$ cat config.mk
export PLATFORM = sky130hd
export DESIGN_NAME = sized_ea_unit
export DESIGN_NICKNAME = d
export VERILOG_FILES = /design/src/rtl/ea_pkg.sv /design/src/rtl/ea_field_split.sv /design/src/rtl/ea_scale_add.sv /design/src/rtl/sized_ea_unit.sv
export SDC_FILE = /design/constraint.sdc
export NUM_CORES = 1
export LEC_CHECK = 0
export ABC_AREA = 1
export CAP_MARGIN = 20
export CORE_AREA = 8 8 130 132
export CTS_CLUSTER_DIAMETER = 30
export CTS_CLUSTER_SIZE = 12
export DETAILED_ROUTE_END_ITERATION = 8
export DIE_AREA = 0 0 138 140
export HOLD_SLACK_MARGIN = 0.08
export PLACE_DENSITY = 0.67
export SLEW_MARGIN = 0
export SYNTH_ARGS = -nofsm -noshare
export SYNTH_HDL_FRONTEND = slang
export SYNTH_HIERARCHICAL = 1
export SYNTH_SLANG_ARGS = --single-unit
$ cat constraint.sdc
create_clock -name clk -period 5.7 [get_ports clk]
set_input_delay 1.14 -clock clk [delete_from_list [all_inputs] [get_ports clk]]
set_output_delay 1.14 -clock clk [all_outputs]
set_load 0.1 [all_outputs]
$ cat src/rtl/ea_pkg.sv
package ea_pkg;
    localparam int INSTR_W = 32;
    localparam int REF_W   = 17;
    localparam int XSEL_W  = 3;
    localparam int RSEL_W  = XSEL_W + 1;
    localparam int WORD_SH = 2;

    typedef enum logic [1:0] {
        SZ_BYTE   = 2'd0,
        SZ_HALF   = 2'd1,
        SZ_WORD   = 2'd2,
        SZ_DOUBLE = 2'd3
    } opsize_e;

    typedef enum logic [1:0] {
        ST_IDLE  = 2'd0,
        ST_FETCH = 2'd1,
        ST_DONE  = 2'd2
    } ea_state_e;
endpackage

$ cat src/rtl/ea_field_split.sv
module ea_field_split
    import ea_pkg::*;
(
    input  logic [INSTR_W-1:0] instr_i,
    output logic               ind_o,
    output logic [XSEL_W-1:0]  xsel_o,
    output logic [REF_W-1:0]   ref_o
);
    localparam int IND_POS = INSTR_W - 1;
    localparam int XSEL_LO = REF_W;
    localparam int SKIP_LO = XSEL_LO + XSEL_W;

    assign ind_o  = instr_i[IND_POS];
    assign xsel_o = instr_i[XSEL_LO +: XSEL_W];
    assign ref_o  = instr_i[REF_W-1:0];

    // opcode and register fields belong to other units
    logic unused_fields;
    assign unused_fields = ^instr_i[IND_POS-1:SKIP_LO];
endmodule

$ cat src/rtl/ea_scale_add.sv
module ea_scale_add
    import ea_pkg::*;
#(
    parameter int EA_W      = 24,
    parameter int DATA_W    = 32,
    parameter int WIN_WORDS = 16
) (
    input  logic [REF_W-1:0]  ref_i,
    input  logic [DATA_W-1:0] idx_i,
    input  opsize_e           size_i,
    output logic [EA_W-1:0]   ea_o,
    output logic              in_win_o
);
    localparam int N_SIZES = 4;
    localparam int WIN_SH  = $clog2(WIN_WORDS) + WORD_SH;

    logic [EA_W-1:0]  scaled [N_SIZES];
    logic [EA_W-1:0]  idx_t;
    logic [REF_W-1:0] ref_al;
    logic [EA_W-1:0]  base;

    assign idx_t = EA_W'(idx_i);

    generate
        for (genvar g = 0; g < N_SIZES; g++) begin : g_scale
            assign scaled[g] = idx_t << g;
        end
    endgenerate

    always_comb begin
        ref_al = ref_i;
        if (size_i == SZ_DOUBLE) begin
            ref_al[0] = 1'b0;
        end
    end

    assign base     = EA_W'({ref_al, {WORD_SH{1'b0}}});
    assign ea_o     = base + scaled[size_i];
    assign in_win_o = (ea_o[EA_W-1:WIN_SH] == '0);
endmodule

$ cat src/rtl/sized_ea_unit.sv
module sized_ea_unit
    import ea_pkg::*;
#(
    parameter int EA_W      = 24,
    parameter int DATA_W    = 32,
    parameter int WIN_WORDS = 16
) (
    input  logic               clk,
    input  logic               rst_n,
    input  logic               start,
    input  logic [INSTR_W-1:0] instr,
    input  logic [1:0]         op_size,
    output logic [RSEL_W-1:0]  reg_rd_idx,
    input  logic [DATA_W-1:0]  reg_rd_data,
    output logic               mem_req,
    output logic [REF_W-1:0]   mem_addr,
    input  logic               mem_ack,
    input  logic [DATA_W-1:0]  mem_rdata,
    output logic [EA_W-1:0]    ea_byte,
    output logic               in_regs,
    output logic               done
);
    localparam int WIN_BYTES = WIN_WORDS * (1 << WORD_SH);

    ea_state_e st_q, st_d;

    logic              dec_ind;
    logic [XSEL_W-1:0] dec_x;
    logic [REF_W-1:0]  dec_ref;

    logic [REF_W-1:0]  ref_q;
    logic [DATA_W-1:0] idx_q;
    opsize_e           size_q;
    logic [EA_W-1:0]   ea_q;
    logic              win_q;

    logic [REF_W-1:0]  add_ref;
    logic [DATA_W-1:0] add_idx;
    logic [DATA_W-1:0] live_idx;
    opsize_e           add_size;
    logic [EA_W-1:0]   add_ea;
    logic              add_win;
    logic              accept;
    logic              load_ea;

    ea_field_split u_split (
        .instr_i (instr),
        .ind_o   (dec_ind),
        .xsel_o  (dec_x),
        .ref_o   (dec_ref)
    );

    assign reg_rd_idx = {{(RSEL_W-XSEL_W){1'b0}}, dec_x};
    assign live_idx   = (dec_x == '0) ? '0 : reg_rd_data;
    assign accept     = (st_q == ST_IDLE) && start;

    // state register
    always_ff @(posedge clk or negedge rst_n) begin
        if (!rst_n) begin
            st_q <= ST_IDLE;
        end else begin
            st_q <= st_d;
        end
    end

    // transitions: load-direct, begin-fetch, load-indirect, retire
    always_comb begin
        st_d = st_q;
        unique case (st_q)
            ST_IDLE: begin
                if (start) begin
                    st_d = dec_ind ? ST_FETCH : ST_DONE;
                end
            end
            ST_FETCH: begin
                if (mem_ack) begin
                    st_d = ST_DONE;
                end
            end
            ST_DONE:  st_d = ST_IDLE;
            default:  st_d = ST_IDLE;
        endcase
    end

    // outputs of each state
    always_comb begin
        mem_req = 1'b0;
        done    = 1'b0;
        load_ea = 1'b0;
        unique case (st_q)
            ST_IDLE:  load_ea = start && !dec_ind;
            ST_FETCH: begin
                mem_req = 1'b1;
                load_ea = mem_ack;
            end
            ST_DONE:  done = 1'b1;
            default:  ;
        endcase
    end

    // adder operands: live fields when idle, captured ones during fetch
    always_comb begin
        if (st_q == ST_FETCH) begin
            add_ref  = mem_rdata[REF_W-1:0];
            add_idx  = idx_q;
            add_size = size_q;
        end else begin
            add_ref  = dec_ref;
            add_idx  = live_idx;
            add_size = opsize_e'(op_size);
        end
    end

    ea_scale_add #(
        .EA_W      (EA_W),
        .DATA_W    (DATA_W),
        .WIN_WORDS (WIN_WORDS)
    ) u_scale (
        .ref_i    (add_ref),
        .idx_i    (add_idx),
        .size_i   (add_size),
        .ea_o     (add_ea),
        .in_win_o (add_win)
    );

    always_ff @(posedge clk or negedge rst_n) begin
        if (!rst_n) begin
            ref_q  <= '0;
            idx_q  <= '0;
            size_q <= SZ_BYTE;
            ea_q   <= '0;
            win_q  <= 1'b0;
        end else begin
            if (accept) begin
                ref_q  <= dec_ref;
                idx_q  <= live_idx;
                size_q <= opsize_e'(op_size);
            end
            if (load_ea) begin
                ea_q  <= add_ea;
                win_q <= add_win;
            end
        end
    end

    assign mem_addr = ref_q;
    assign ea_byte  = ea_q;
    assign in_regs  = win_q;

    logic unused_rdata;
    assign unused_rdata = ^mem_rdata[DATA_W-1:REF_W];

    // direct instruction completes next cycle
    p_direct_next_r2: assert property (@(posedge clk) disable iff (!rst_n)
        (!mem_req && !done && start && !instr[INSTR_W-1]) |=> done);

    // request and its address hold until acknowledge
    p_req_hold_r6: assert property (@(posedge clk) disable iff (!rst_n)
        (mem_req && !mem_ack) |=> (mem_req && $stable(mem_addr)));

    // acknowledge leads to a result and ends the request
    p_ack_result_r7: assert property (@(posedge clk) disable iff (!rst_n)
        (mem_req && mem_ack) |=> (done && !mem_req));

    // window flag agrees with the published address
    p_win_match_r8: assert property (@(posedge clk) disable iff (!rst_n)
        done |-> (in_regs == (ea_byte < EA_W'(WIN_BYTES))));

    // start during a pending fetch yields no result
    p_busy_start_r9: assert property (@(posedge clk) disable iff (!rst_n)
        (mem_req && !mem_ack && start) |=> !done);

    // single-cycle strobe
    p_done_single_r10: assert property (@(posedge clk) disable iff (!rst_n)
        done |=> !done);

    // result holds between strobes
    p_ea_hold_r10: assert property (@(posedge clk) disable iff (!rst_n)
        !done |-> ($stable(ea_byte) && $stable(in_regs)));
endmodule

# Word-level counts from Yosys, hierarchy flattened
# Cells that the tools add are included.
# W data, S select, Z words.
[totals]
ff_bits = 70
ram_bits = 0
elab_cells = 36
rom_bits = 0
n_memories = 0
latch_bits = 0
out_inout_bits = 48
[classes]
n_bitwise = 1
n_mul = 0
magnitude_cmp = 1
n_mux = 15
reduce_logical = 7
n_eq_ne = 5
div_mod_pow = 0
n_addsub = 1
n_shift = 0
[op_table]
columns = ["cell", "n"]
rows = [
  ["$mux W24", 4],
  ["$bmux W24 S2", 1],
  ["$add A19 B24 Y24", 1],
  ["$logic_not A18 Y1", 1],
  ["$mux W17", 1],
  ["$mux W2", 4],
  ["$eq A2 B2 Y1 const B", 2],
  ["$ne A2 B2 Y1 const B", 2],
  ["$pmux W2 S2", 1],
  ["$ge A3 B3 Y1 const B", 1],
  ["$logic_not A3 Y1", 1],
  ["$mux W1", 3],
  ["$not A2 Y3", 1],
  ["$eq A2 B1 Y1 const B", 1],
  ["$logic_and A1 B1 Y1", 2],
  ["$logic_not A2 Y1", 1],
  ["$pmux W1 S2", 1],
  ["$reduce_and A2 Y1", 1],
  ["$logic_not A1 Y1", 1],
]

# Longest topological paths before layout
# Gate-level depths: netlist of run 1.
[depth]
depth_word = 8
ltp_mapped = 30
ltp_nobuf = 27

# By module
# The synthesis of run 1 kept the hierarchy.
[modules_own_cells]
columns = ["module", "n_inst", "area_each_um2", "cells_per_inst"]
rows = [
  ["sized_ea_unit", 1, 3721.1, 491],
  ["ea_scale_add", 1, 2034.5, 407],
  ["ea_field_split", 1, 157.7, 21],
]

# Least setup slack after synthesis of run 1
# No wires, ideal clock.
[synth_timing]
kind = "in2reg"
start = "input port instr[18]"
end = "register win_q, in the netlist in_regs"
path_stages = 26
setup_ps = 69
n_path_buf = 2
setup_slack_ps = 1603
required_ps = 5631
arrival_time_ps = 4028
cell_sequence = "buf_4 nor2_1 nand2_1 clkbuf_1 nand3_1 nand2_1 inv_1 nand2_1 o21ai_0 o21ai_0 ha_1 inv_1 fa_1 inv_1 nand3_1 nand2_1 nand2_1 nand2_1 nand3_1 nand3_1 nand2_1 nor2_1 nand3_1 nor2_1 nand2_1 nand2_1"
[synth_via]
elab_chain_cells = 8
[synth_lines]
columns = ["item", "line_no", "text"]
rows = [
  ["from (decl)", "sized_ea_unit.sv:11", "input logic [INSTR_W-1:0] instr,"],
  ["$logic_not A3 Y1", "sized_ea_unit.sv:54", "assign live_idx = (dec_x == '0) ? '0 : reg_rd_data;"],
  ["$mux W24", "sized_ea_unit.sv:54", ""],
  ["$mux W24", "sized_ea_unit.sv:103", "if (st_q == ST_FETCH) begin"],
  ["via add_idx[1]", "sized_ea_unit.sv:38", "logic [DATA_W-1:0] add_idx;"],
  ["$bmux W24 S2", "ea_scale_add.sv:38", "assign ea_o = base + scaled[size_i];"],
  ["$mux W24 (not written as such) (2 in a row)", "ea_scale_add.sv:38", ""],
  ["$add A19 B24 Y24", "ea_scale_add.sv:38", ""],
  ["via add_ea[18]", "sized_ea_unit.sv:41", "logic [EA_W-1:0] add_ea;"],
  ["$logic_not A18 Y1", "ea_scale_add.sv:39", "assign in_win_o = (ea_o[EA_W-1:WIN_SH] == '0);"],
  ["via add_win", "sized_ea_unit.sv:42", "logic add_win;"],
  ["to (signal assigned)", "sized_ea_unit.sv:141", "win_q <= add_win;"],
  ["to (decl)", "sized_ea_unit.sv:35", "logic win_q;"],
]
# The timed path passes the listed nets, and every way through them passes these cells. The select of a mux whose other input is x is not followed.
# A chain may end at the register's enable or synchronous reset.

# Worst setup path in the final report of run 1
[layout_timing]
start = "register st_q[1]"
end = "output port mem_req"
[layout_via]
elab_chain_cells = 2
[layout_lines]
columns = ["item", "line_no", "text"]
rows = [
  ["from (decl)", "sized_ea_unit.sv:25", "ea_state_e st_q, st_d;"],
  ["from (signal assigned)", "sized_ea_unit.sv:62", "st_q <= st_d;"],
  ["$eq A2 B1 Y1", "sized_ea_unit.sv:90", "unique case (st_q)"],
  ["$mux W1", "sized_ea_unit.sv:90", ""],
  ["to (decl)", "sized_ea_unit.sv:15", "output logic mem_req,"],
]
# Every way passes these cells.

==> results of run 1 <==
## layer usage
layer | global-route usage [%] | routed length (um)
met5 | 0 | 0
met4 | 4.86 | 197
met3 | 3.82 | 641
met2 | 26.4 | 7120
met1 | 18.9 | 6820
## state kept, by name, indices dropped and copies added (netlist names)
| name | cells |
|---|---|
| ea_byte | 24 |
| idx_q | 24 |
| mem_addr | 17 |
| size_q | 2 |
| st_q | 2 |
| in_regs | 1 |
## placed cells by master (no fill, tap or decap), drive strengths merged
cell type	n
ha	17
clkinvlp	1
clkdlybuf4s50	113
a21oi	10
nor3	3
nand3	110
o21bai	2
clkbuf	9
nand4	5
nor2	33
xnor2	1
a21boi	1
o211ai	1
dfrtp	70
clkinv	3
fa	1
o21ai	52
and2	3
buf	9
conb	1
mux2i	23
nand2	356
xor2	1
bufinv	3
inv	105
nand3b	6
## per-stage QoR
step / hold slack, ns / total power [mW] / cell area, um^2 / std cells
2_1_floorplan: 0.449 / 2.55 / 5510 / 863
3_3_place_gp: 0.462 / 3.06 / 6570 / 1110
3_5_place_dp: 0.465 / 3.09 / 6570 / 1110
4_1_cts: 0.481 / 3.75 / 6910 / 1126
5_1_grt: 0.499 / 3.99 / 6930 / 1127
6_report: 0.476 / 3.71 / 6930 / 1127
## power by group through the flow
stage	sequential, mW	combinational (mW)	clock, mW
floorplan	1.57	0.975	0
finish	0.750	2.31	0.645
detailed placement	0.758	2.33	0
global placement	0.751	2.31	0
CTS	0.750	2.34	0.662
global route	0.772	2.54	0.683
## worst register-to-register path: stages (launching register included)
cell,delay [ns]
dfrtp_1,0.38
inv_1,0.12
nand2_2,0.31
inv_2,0.64
buf_4,0.36
nand2_1,0.08
nand2_1,0.08
inv_1,0.05
nand2_1,0.05
o21ai_0,0.09
o21ai_0,0.17
ha_1,0.28
inv_1,0.08
fa_1,0.40
inv_1,0.11
nand3_1,0.10
nand2_1,0.13
nand2_1,0.08
nand2_1,0.09
nand3_1,0.09
nand3_1,0.11
nand2_1,0.07
nor2_1,0.10
nand3_1,0.08
nor2_1,0.09
nand2_1,0.06
nand2_1,0.07
## worst paths after layout
path / start / endpoint / slack [ns] / cells past startpoint
max: st_q[1]$_DFFE_PN0P_ / mem_req / 1.20 / 5
min: idx_q[23]$_DFFE_PN0P_ / idx_q[23]$_DFFE_PN0P_ / 0.48 / 2
max reg2reg: st_q[1]$_DFFE_PN0P_ / in_regs$_DFFE_PN0P_ / 1.38 / 26
min reg2reg: idx_q[23]$_DFFE_PN0P_ / idx_q[23]$_DFFE_PN0P_ / 0.48 / 2
max in group asynchronous: rst_n / size_q[0]$_DFFE_PN0P_ / 4.05 / 2
min in group asynchronous: rst_n / mem_addr[5]$_DFFE_PN0P_ / 0.97 / 2
## layout make-up
cell class,count,area [um^2]
well taps,188,235
multi-input cells,626,3000
clock buffers,9,225
flip-flops and latches,70,1750
repair buffers,122,1210
fillers,1588,7940
clock inverters,7,113
inverters,105,397
==> out/summary.txt, run 1 <==
Via count: 5308
Die area: 19300 um^2
Vias in the first global route: 5088
Core area: 14900 um^2
Post-DRT Antenna Nets: 0
Delay-heaviest family, CP: buffers and inverters
CTS Buf Count: 9
Combinational power share: 62.4%
WP data required: 4.56 ns
CTS tree: yes
Max-slew violation count: 0
Initial core utilization: 37.1%
CTS Sinks: 70
Sw frac: 53.8%
Final Hold Viols: 0
Setup TNS Final: 0 ns
Port bufs: 114
Net Sw Power: 2.00 mW
Routability cong.: 0.894
Worst Tran Pin Value: 1.01 ns
Power Density: 536 nW/um^2
Die Y: 140 um
Final setup viols: 0
Sequential share of power: 20.2%
First-pass iteration count of the detailed router: 5
Fin crit share: 79.0%
CP Capture Type: output port
Final Util: 46.6%
Worst setup margin: 1.20 ns
Die X: 138 um
Clk pwr share: 17.4%
Slew headroom: 32.6%
Pleak: 3.70 nW
DR iter-0 viols: 245
Root buf cell: clkbuf_16
Status: complete, no violations
First-pass GRT wire length: 24700 um
DR DRC count: 0
Post-layout nets: 1054
P&R area growth vs syn: 25.6%
CTS clk-pin slew, worst paths: 0.05 ns
Avg Vias per Cell: 4.71
WL per Instance: 13.1 um
Yosys warns: 6
Post-CTS Hold Fix Bufs: 0
Number of H-tree levels: 3
Largest net degree at the start of global routing: 71
CP max FO: 44
Syn Nets: 983
Crit Path Class: flop to output port
Dpl ws: 0.887 ns
Cells after Synth: 863
Initial antenna violation count: 0
Peak VDD IR: 0.189 mV
Io pins: 150
Mapped Area: 5510 um^2
CP Launch Type: flop
CP cell instances: inv_1 -> nand2_2 -> inv_2 -> buf_4 -> clkdlybuf4s50_1
GRT Total Usage: 15.5%
Clk_skew: 0.00542 ns
Final HPWL DP: 11500 um
CP max-delay cell: clkdlybuf4s50_1
GRT Residual Overflow: 0
Worst EP arrival: 3.36 ns
Fraction of layout cells with a size suffix above 1: 4.69%
Hold Path Class: flop to flop
Std-Cell Rows: 45
Post-CTS resize count: 0
Final wirelength: 14800 um
Buf/Inv on CP: 4
Clk Latency, worst-skew pair: 0.34 ns
Ant diodes: 0
Clock buffer depth: 2
Peak Freq: 222 MHz
Unrepaired setup endpoints after global routing: false
Maximum capacitance violations: 0
P_int: 1.71 mW
Final Critical Period: 4.50 ns
CP max stage delay: 1.20 ns
Syn Area/Cell: 6.39 um^2
Postcts setup bufs: 0
(Power assumes the default switching activity.)
==> inputs of run 2 (changes only) <==
--- a/config.mk
+++ b/config.mk
@@ -13,7 +13,7 @@
 export DETAILED_ROUTE_END_ITERATION = 8
 export DIE_AREA = 0 0 138 140
 export HOLD_SLACK_MARGIN = 0.08
-export PLACE_DENSITY = 0.67
+export PLACE_DENSITY = 0.7
 export SLEW_MARGIN = 0
 export SYNTH_ARGS = -nofsm -noshare
 export SYNTH_HDL_FRONTEND = slang
==> constraint.sdc (replaced) <==
create_clock -name clk -period 4 [get_ports clk]
set_input_delay 0.8 -clock clk [delete_from_list [all_inputs] [get_ports clk]]
set_output_delay 0.8 -clock clk [all_outputs]
set_load 0.1 [all_outputs]
==> run 2 against run 1 <==
Die area unchanged. Combinational power up 52%. Sequential power grew 43%. Global-route usage increased by 0.47 points. Final area increased by 3.1%.
==> out/summary.txt, run 2 (synthesized netlist as in run 1, its figures left out) <==
Die Y: 140 um (unchanged)
Post-DRT Antenna Nets: 0 (unchanged)
Sequential share of power: 20.1% (about the same)
Largest net degree at the start of global routing: 63 (-11%)
Final Hold Viols: 0 (unchanged)
Postcts setup bufs: 0 (unchanged)
CTS Buf Count: 9 (unchanged)
CTS tree: yes
Core area: 14900 um^2 (unchanged)
Peak Freq: 274 MHz
Worst Tran Pin Value: 1.01 ns (+0.00299 ns)
Fraction of layout cells with a size suffix above 1: 8.85% (+4.2 points)
Sw frac: 54.0% (+0.15 points)
CP max FO: 8 (-82%)
Commonest non-fill, non-tap cell in the layout: nand2_1
Io pins: 150 (unchanged)
Via count: 5497 (+3.6%)
First-pass GRT wire length: 26000 um (+5.2%)
DR iter-0 viols: 278 (+13%)
P&R area growth vs syn: 29.6%
Max-slew violation count: 0 (unchanged)
Number of H-tree levels: 3 (unchanged)
Pleak: 3.83 nW (+3.7%)
Clk_skew: 0.00626 ns (+0.000833 ns)
Final Util: 48.1% (+1.5 points)
Port bufs: 114 (unchanged)
Peak VDD IR: 0.325 mV (+72%)
Commonest cells after routing, fill and taps aside: 348 x nand2_1, 109 x clkdlybuf4s50_1, 107 x nand3_1, 100 x inv_1, 70 x dfrtp_1
Power Density: 744 nW/um^2 (+39%)
DR DRC count: 0 (unchanged)
Crit Path Class: primary input to flop
Clk Latency, worst-skew pair: 0.34 ns (about the same)
Initial core utilization: 37.1% (unchanged)
Worst EP arrival: 3.93 ns (+0.57 ns)
GRT Residual Overflow: 0 (unchanged)
Root buf cell: clkbuf_16
Std-Cell Rows: 45 (unchanged)
Die area: 19300 um^2 (unchanged)
Combinational power share: 66.1% (+3.7 points)
Clk pwr share: 13.8% (-3.6 points)
CP Capture Type: flop
GRT Total Usage: 16.0% (+0.47 points)
Post-layout nets: 1090 (+3.4%)
Routability cong.: 0.907 (+1.5%)
Smallest hold slack: 0.411 ns (-0.0651 ns)
Final wirelength: 15000 um (+1.5%)
Avg Vias per Cell: 4.74 (+0.61%)
Dpl ws: -0.0513 ns (-0.938 ns)
Net Sw Power: 2.87 mW (+44%)
Ant diodes: 0 (unchanged)
Status: complete, no violations
CTS Sinks: 70 (unchanged)
Final HPWL DP: 12000 um (+4.3%)
WP data required: 4.28 ns (-0.28 ns)
WL per Instance: 12.9 um (-1.4%)
Unrepaired setup endpoints after global routing: false
Hold Path Class: primary input to async pin
Slew headroom: 32.4% (-0.20 points)
Clock buffer depth: 2 (unchanged)
Initial antenna violation count: 0 (unchanged)
Worst setup margin: 0.348 ns (-0.852 ns)
Vias in the first global route: 5546 (+9.0%)
CTS clk-pin slew, worst paths: 0.06 ns (about the same)
Final setup viols: 0 (unchanged)
Final Critical Period: 3.65 ns
First-pass iteration count of the detailed router: 5 (unchanged)
Maximum capacitance violations: 0 (unchanged)
P_int: 2.45 mW (+43%)
CP Launch Type: primary input
Fin crit share: 91.3%
Die X: 138 um (unchanged)
## run 2: power groups by stage
stage | registers, mW | logic, mW | clock network [mW]
after global placement | 1.07 | 3.48 | 0
after floorplan | 2.24 | 1.39 | 0
final | 1.07 | 3.51 | 0.733
after CTS | 1.07 | 3.52 | 0.752
after global routing | 1.10 | 3.85 | 0.785
after detailed placement | 1.08 | 3.51 | 0
## run 2: worst max-delay path: stages
cell and delay [ns]:
clkdlybuf4s50_1 0.42, nor2_1 0.14, nand2_2 0.11, buf_4 0.18, buf_4 0.15, nand3_1 0.07
nand2_1 0.08, mux2i_1 0.22, mux2i_1 0.14, ha_1 0.40, nand2_1 0.13, inv_1 0.09
nand2_1 0.09, nor3_1 0.15, nand2_1 0.09, nand2_1 0.07, nand2_1 0.04, nand2_1 0.09
nand2_1 0.06, nor2_1 0.10, nand3_1 0.10, nor2_1 0.09, nand2_1 0.06, nand2_1 0.07
## run 2: cell type report
cell class | instances | area [um^2]
Clock inverter | 1 | 7.51
Timing Repair Buffer | 158 | 1480
Fill cell | 1586 | 7720
Inverter | 105 | 399
Sequential cell | 70 | 1750
Tap cell | 188 | 235
Clock buffer | 12 | 256
Multi-Input combinational cell | 626 | 3010
## run 2: worst paths after layout
path / depth (start not counted) / slack (ns) / startpoint / end
setup / recovery: 24 / 0.35 / instr[18] / in_regs$_DFFE_PN0P_
hold / removal: 1 / 0.41 / rst_n / mem_addr[2]$_DFFE_PN0P_
setup reg to reg: 24 / 0.51 / st_q[1]$_DFFE_PN0P_ / in_regs$_DFFE_PN0P_
hold reg to reg: 2 / 0.48 / idx_q[2]$_DFFE_PN0P_ / idx_q[2]$_DFFE_PN0P_
max in group asynchronous: 3 / 2.82 / rst_n / idx_q[21]$_DFFE_PN0P_
min in group clk: 2 / 0.48 / idx_q[2]$_DFFE_PN0P_ / idx_q[2]$_DFFE_PN0P_
## run 2: metrics by stage
step                      instances  power (mW)  cell area [um^2]   TNS [ns]
after floorplan                 863        3.63              5510          0
after global placement         1146        4.55              6840  -0.000420
after detailed placement       1147        4.60              6860    -0.0513
after CTS                      1160        5.35              7120          0
after global routing           1160        5.73              7140          0
final                          1160        5.31              7140          0
## run 2: timing repair
item | 4_1_cts | 5_1_grt
hold buffers | 0 | 0
resized for setup | 0 | 10
endpoints found under the setup margin | 0 | 1
## run 2: metal layers
layer / vias up / wire, um / global-route usage, %
met1: 2482 / 6750 / 18.9
met5: - / 0 / 0
met4: 0 / 210 / 4.52
li1: 2887 / - / -
met2: 113 / 7410 / 28.3
met3: 15 / 627 / 3.58
==> inputs of run 3 (changes only) <==
--- a/config.mk
+++ b/config.mk
@@ -5,15 +5,14 @@
 export SDC_FILE = /design/constraint.sdc
 export NUM_CORES = 1
 export LEC_CHECK = 0
-export ABC_AREA = 1
 export CAP_MARGIN = 20
-export CORE_AREA = 8 8 130 132
+export CORE_AREA = 8 8 125 127
 export CTS_CLUSTER_DIAMETER = 30
 export CTS_CLUSTER_SIZE = 12
 export DETAILED_ROUTE_END_ITERATION = 8
-export DIE_AREA = 0 0 138 140
+export DIE_AREA = 0 0 133 135
 export HOLD_SLACK_MARGIN = 0.08
-export PLACE_DENSITY = 0.7
+export PLACE_DENSITY = 0.72
 export SLEW_MARGIN = 0
 export SYNTH_ARGS = -nofsm -noshare
 export SYNTH_HDL_FRONTEND = slang
==> run 3 against run 2 <==
The run now ends with negative setup slack left. Setup slack got worse by 0.90 ns. Register-to-register slack got worse by 0.94 ns. Critical endpoint unchanged. Largest power group unchanged. Non-clock buffer count increased by 77. Combinational power rose by 28%. Highest routed layer unchanged. Worst hold slack improved by 0.069 ns. Sequential cell count did not move. Global-route usage rose by 0.72 points. Largest cell class unchanged. Power increased by 20%. Critical path type unchanged.
==> out/summary.txt, run 3 <==
CTS tree: yes
CP max FO: 5 (-3)
Power Density: 788 nW/um^2 (+6.0%)
Peak Freq: 220 MHz (-20%)
CP cell instances: buf_6 -> or3_4 -> buf_16 -> nand2_4 -> o21ai_4 -> mux4_2 -> ha_4 -> a21oi_4 -> o221ai_4 -> a2111oi_4 -> a211oi_2 -> or4_4 -> or4b_4 -> nor4_2 -> nor4b_2 -> mux2_4
Net Sw Power: 3.09 mW (+7.8%)
WL per Instance: 16.6 um (+28%)
First-pass iteration count of the detailed router: 4 (-1)
Final Critical Period: 4.55 ns (+0.896 ns)
Post-layout nets: 850 (-22%)
Die Y: 135 um (-3.6%)
Max-slew violation count: 0 (unchanged)
Final setup viols: 4 (+4)
Final Util: 59.3% (+11 points)
Sequential share of power: 17.2% (-2.9 points)
Io pins: 150 (unchanged)
DR iter-0 viols: 235 (-15%)
Syn Nets: 660 (-33%)
P&R area growth vs syn: 58.3%
Initial core utilization: 37.5% (+0.40 points)
Post-route cell area: 8080 um^2 (+13%)
Failing checks: negative setup slack
P_int: 3.27 mW (+34%)
Final wirelength: 15200 um (+1.2%)
Cells after Synth: 540 (-37%)
FILL cells: 1111 (-30%)
Core area: 13600 um^2 (-8.4%)
WP data required: 4.27 ns (about the same)
Syn Area/Cell: 9.45 um^2 (+48%)
Unrepaired setup endpoints after global routing: true
Clk_skew: 0.00788 ns (+0.00162 ns)
Clk Latency, worst-skew pair: 0.34 ns (about the same)
CTS clk-pin slew, worst paths: 0.05 ns (about the same)
CP max stage delay: 0.55 ns (+0.13 ns)
Worst setup margin: -0.548 ns (-0.896 ns)
Root buf cell: clkbuf_16
Avg Vias per Cell: 5.09 (+7.4%)
CP max-delay cell: or4b_4
Slew headroom: 33.8% (+1.4 points)
GRT Residual Overflow: 0 (unchanged)
GRT Total Usage: 16.7% (+0.72 points)
Post-DRT Antenna Nets: 0 (unchanged)
Yosys warns: 6 (unchanged)
Die area: 18000 um^2 (-7.1%)
Port bufs: 114 (unchanged)
Vias in the first global route: 4901 (-12%)
Worst EP arrival: 4.82 ns (+0.89 ns)
Ant diodes: 0 (unchanged)
Pleak: 3.47 nW (-9.6%)
CTS Buf Count: 9 (unchanged)
Buf/Inv on CP: 2 (-2)
Routability cong.: 0.877 (-3.3%)
Maximum capacitance violations: 0 (unchanged)
Peak VDD IR: 0.312 mV (-4.1%)
CP Capture Type: flop
CP Launch Type: primary input
Total power: 6.36 mW (+20%)
Die X: 133 um (-3.6%)
Commonest cells after routing, fill and taps aside: 115 x buf_4, 104 x clkdlybuf4s50_1, 92 x nand2_1, 70 x dfrtp_1, 45 x mux2_2
Sw frac: 48.5% (-5.4 points)
Smallest hold slack: 0.480 ns (+0.0693 ns)
Worst Tran Pin Value: 0.990 ns (-0.0206 ns)
First-pass GRT wire length: 24500 um (-5.8%)
Placed Cells incl. Taps: 881 (-23%)
Clock buffer depth: 2 (unchanged)
DR DRC count: 0 (unchanged)
Delay-heaviest family, CP: simple AND/OR/NAND/NOR gates
Combinational power share: 70.8% (+4.7 points)
Post-CTS Hold Fix Bufs: 0 (unchanged)
Setup TNS Final: -0.840 ns (-0.840 ns)
Final HPWL DP: 11300 um (-5.3%)
Final Hold Viols: 0 (unchanged)
Initial antenna violation count: 0 (unchanged)
Largest net degree at the start of global routing: 71 (+13%)
Status: finished, violations left
Fraction of layout cells with a size suffix above 1: 42.4% (+34 points)
Clk pwr share: 12.0% (-1.8 points)
Via count: 4658 (-15%)
Placed cell area: 7130 um^2 (+3.9%)
Fin crit share: 114% (+22 points)
Mapped Area: 5100 um^2 (-7.4%)
CTS Sinks: 70 (unchanged)
Std-Cell Rows: 43 (-4.4%)
Non-filler cells, final: 915 (-21%)
Dpl ws: -1.35 ns (-1.30 ns)
Crit Path Class: primary input to flop
Commonest non-fill, non-tap cell in the layout: buf_4
Hold Path Class: flop to flop
Number of H-tree levels: 3 (unchanged)
run 3: cell types whose count changed in the layout (fill, tap and decap cells not counted), moves of 11 or more:
cell,previous run,this run
mux4_2,0,11
nand2_1,348,92
nand3_1,107,7
nor2_1,30,10
buf_4,46,115
mux2i_1,22,7
mux2_2,0,45
o21ai_0,47,34
inv_1,100,11
mux2_4,0,23
run 3: worst min-delay path: cells and delay by family (launching register included):
kind | cells | cell delay, ns
compound gates | 1 | 0.06
simple gates | 1 | 0.04
flops | 1 | 0.34
run 3: cell type report:
| class | instances | area, um^2 | share of cell area (%) |
|---|---|---|---|
| Clock inverter | 3 | 17.5 | 0.217 |
| Timing Repair Buffer | 235 | 2120 | 26.3 |
| Clock buffer | 13 | 270 | 3.35 |
| Multi-Input combinational cell | 402 | 3640 | 45.1 |
| Inverter | 12 | 45.0 | 0.558 |
| Sequential cell | 70 | 1750 | 21.7 |
| Tap cell | 180 | 225 | 2.79 |
run 3: what timing repair did:
action,4_1_cts,5_1_grt
setup buffers,9,7
setup endpoints to repair,12,8
hold endpoints to repair,0,0
resized for setup,66,48
pin swaps,29,35
gates cloned,2,0
run 3: layer usage:
| layer | global-route usage, % | up-vias | wire (um) |
|---|---|---|---|
| li1 | - | 2269 | - |
| met1 | 20.0 | 2234 | 6560 |
| met2 | 28.5 | 126 | 7480 |
| met3 | 3.79 | 29 | 741 |
| met4 | 6.50 | 0 | 399 |
| met5 | 0 | - | 0 |
run 3: power by group through the flow:
stage / sequential, mW / clock, mW / combinational [mW]
6_report: 1.09 / 0.763 / 4.51
5_1_grt: 1.12 / 0.813 / 4.75
4_1_cts: 1.10 / 0.775 / 4.26
3_5_place_dp: 1.10 / 0 / 4.05
3_3_place_gp: 1.09 / 0 / 4.01
2_1_floorplan: 2.32 / 0 / 1.54
run 3: worst paths after layout:
kind	start	end	slack [ns]	cells after the start
hold reg to reg	idx_q[6]$_DFFE_PN0P_	idx_q[6]$_DFFE_PN0P_	0.48	2
setup / recovery	instr[17]	in_regs$_DFFE_PN0P_	-0.55	16
max in group asynchronous	rst_n	ea_byte[22]$_DFFE_PN0P_	2.84	1
min in group asynchronous	rst_n	idx_q[8]$_DFFE_PN0P_	0.59	1
hold / removal	idx_q[6]$_DFFE_PN0P_	idx_q[6]$_DFFE_PN0P_	0.48	2
setup reg to reg	st_q[1]$_DFFE_PN0P_	in_regs$_DFFE_PN0P_	-0.43	17
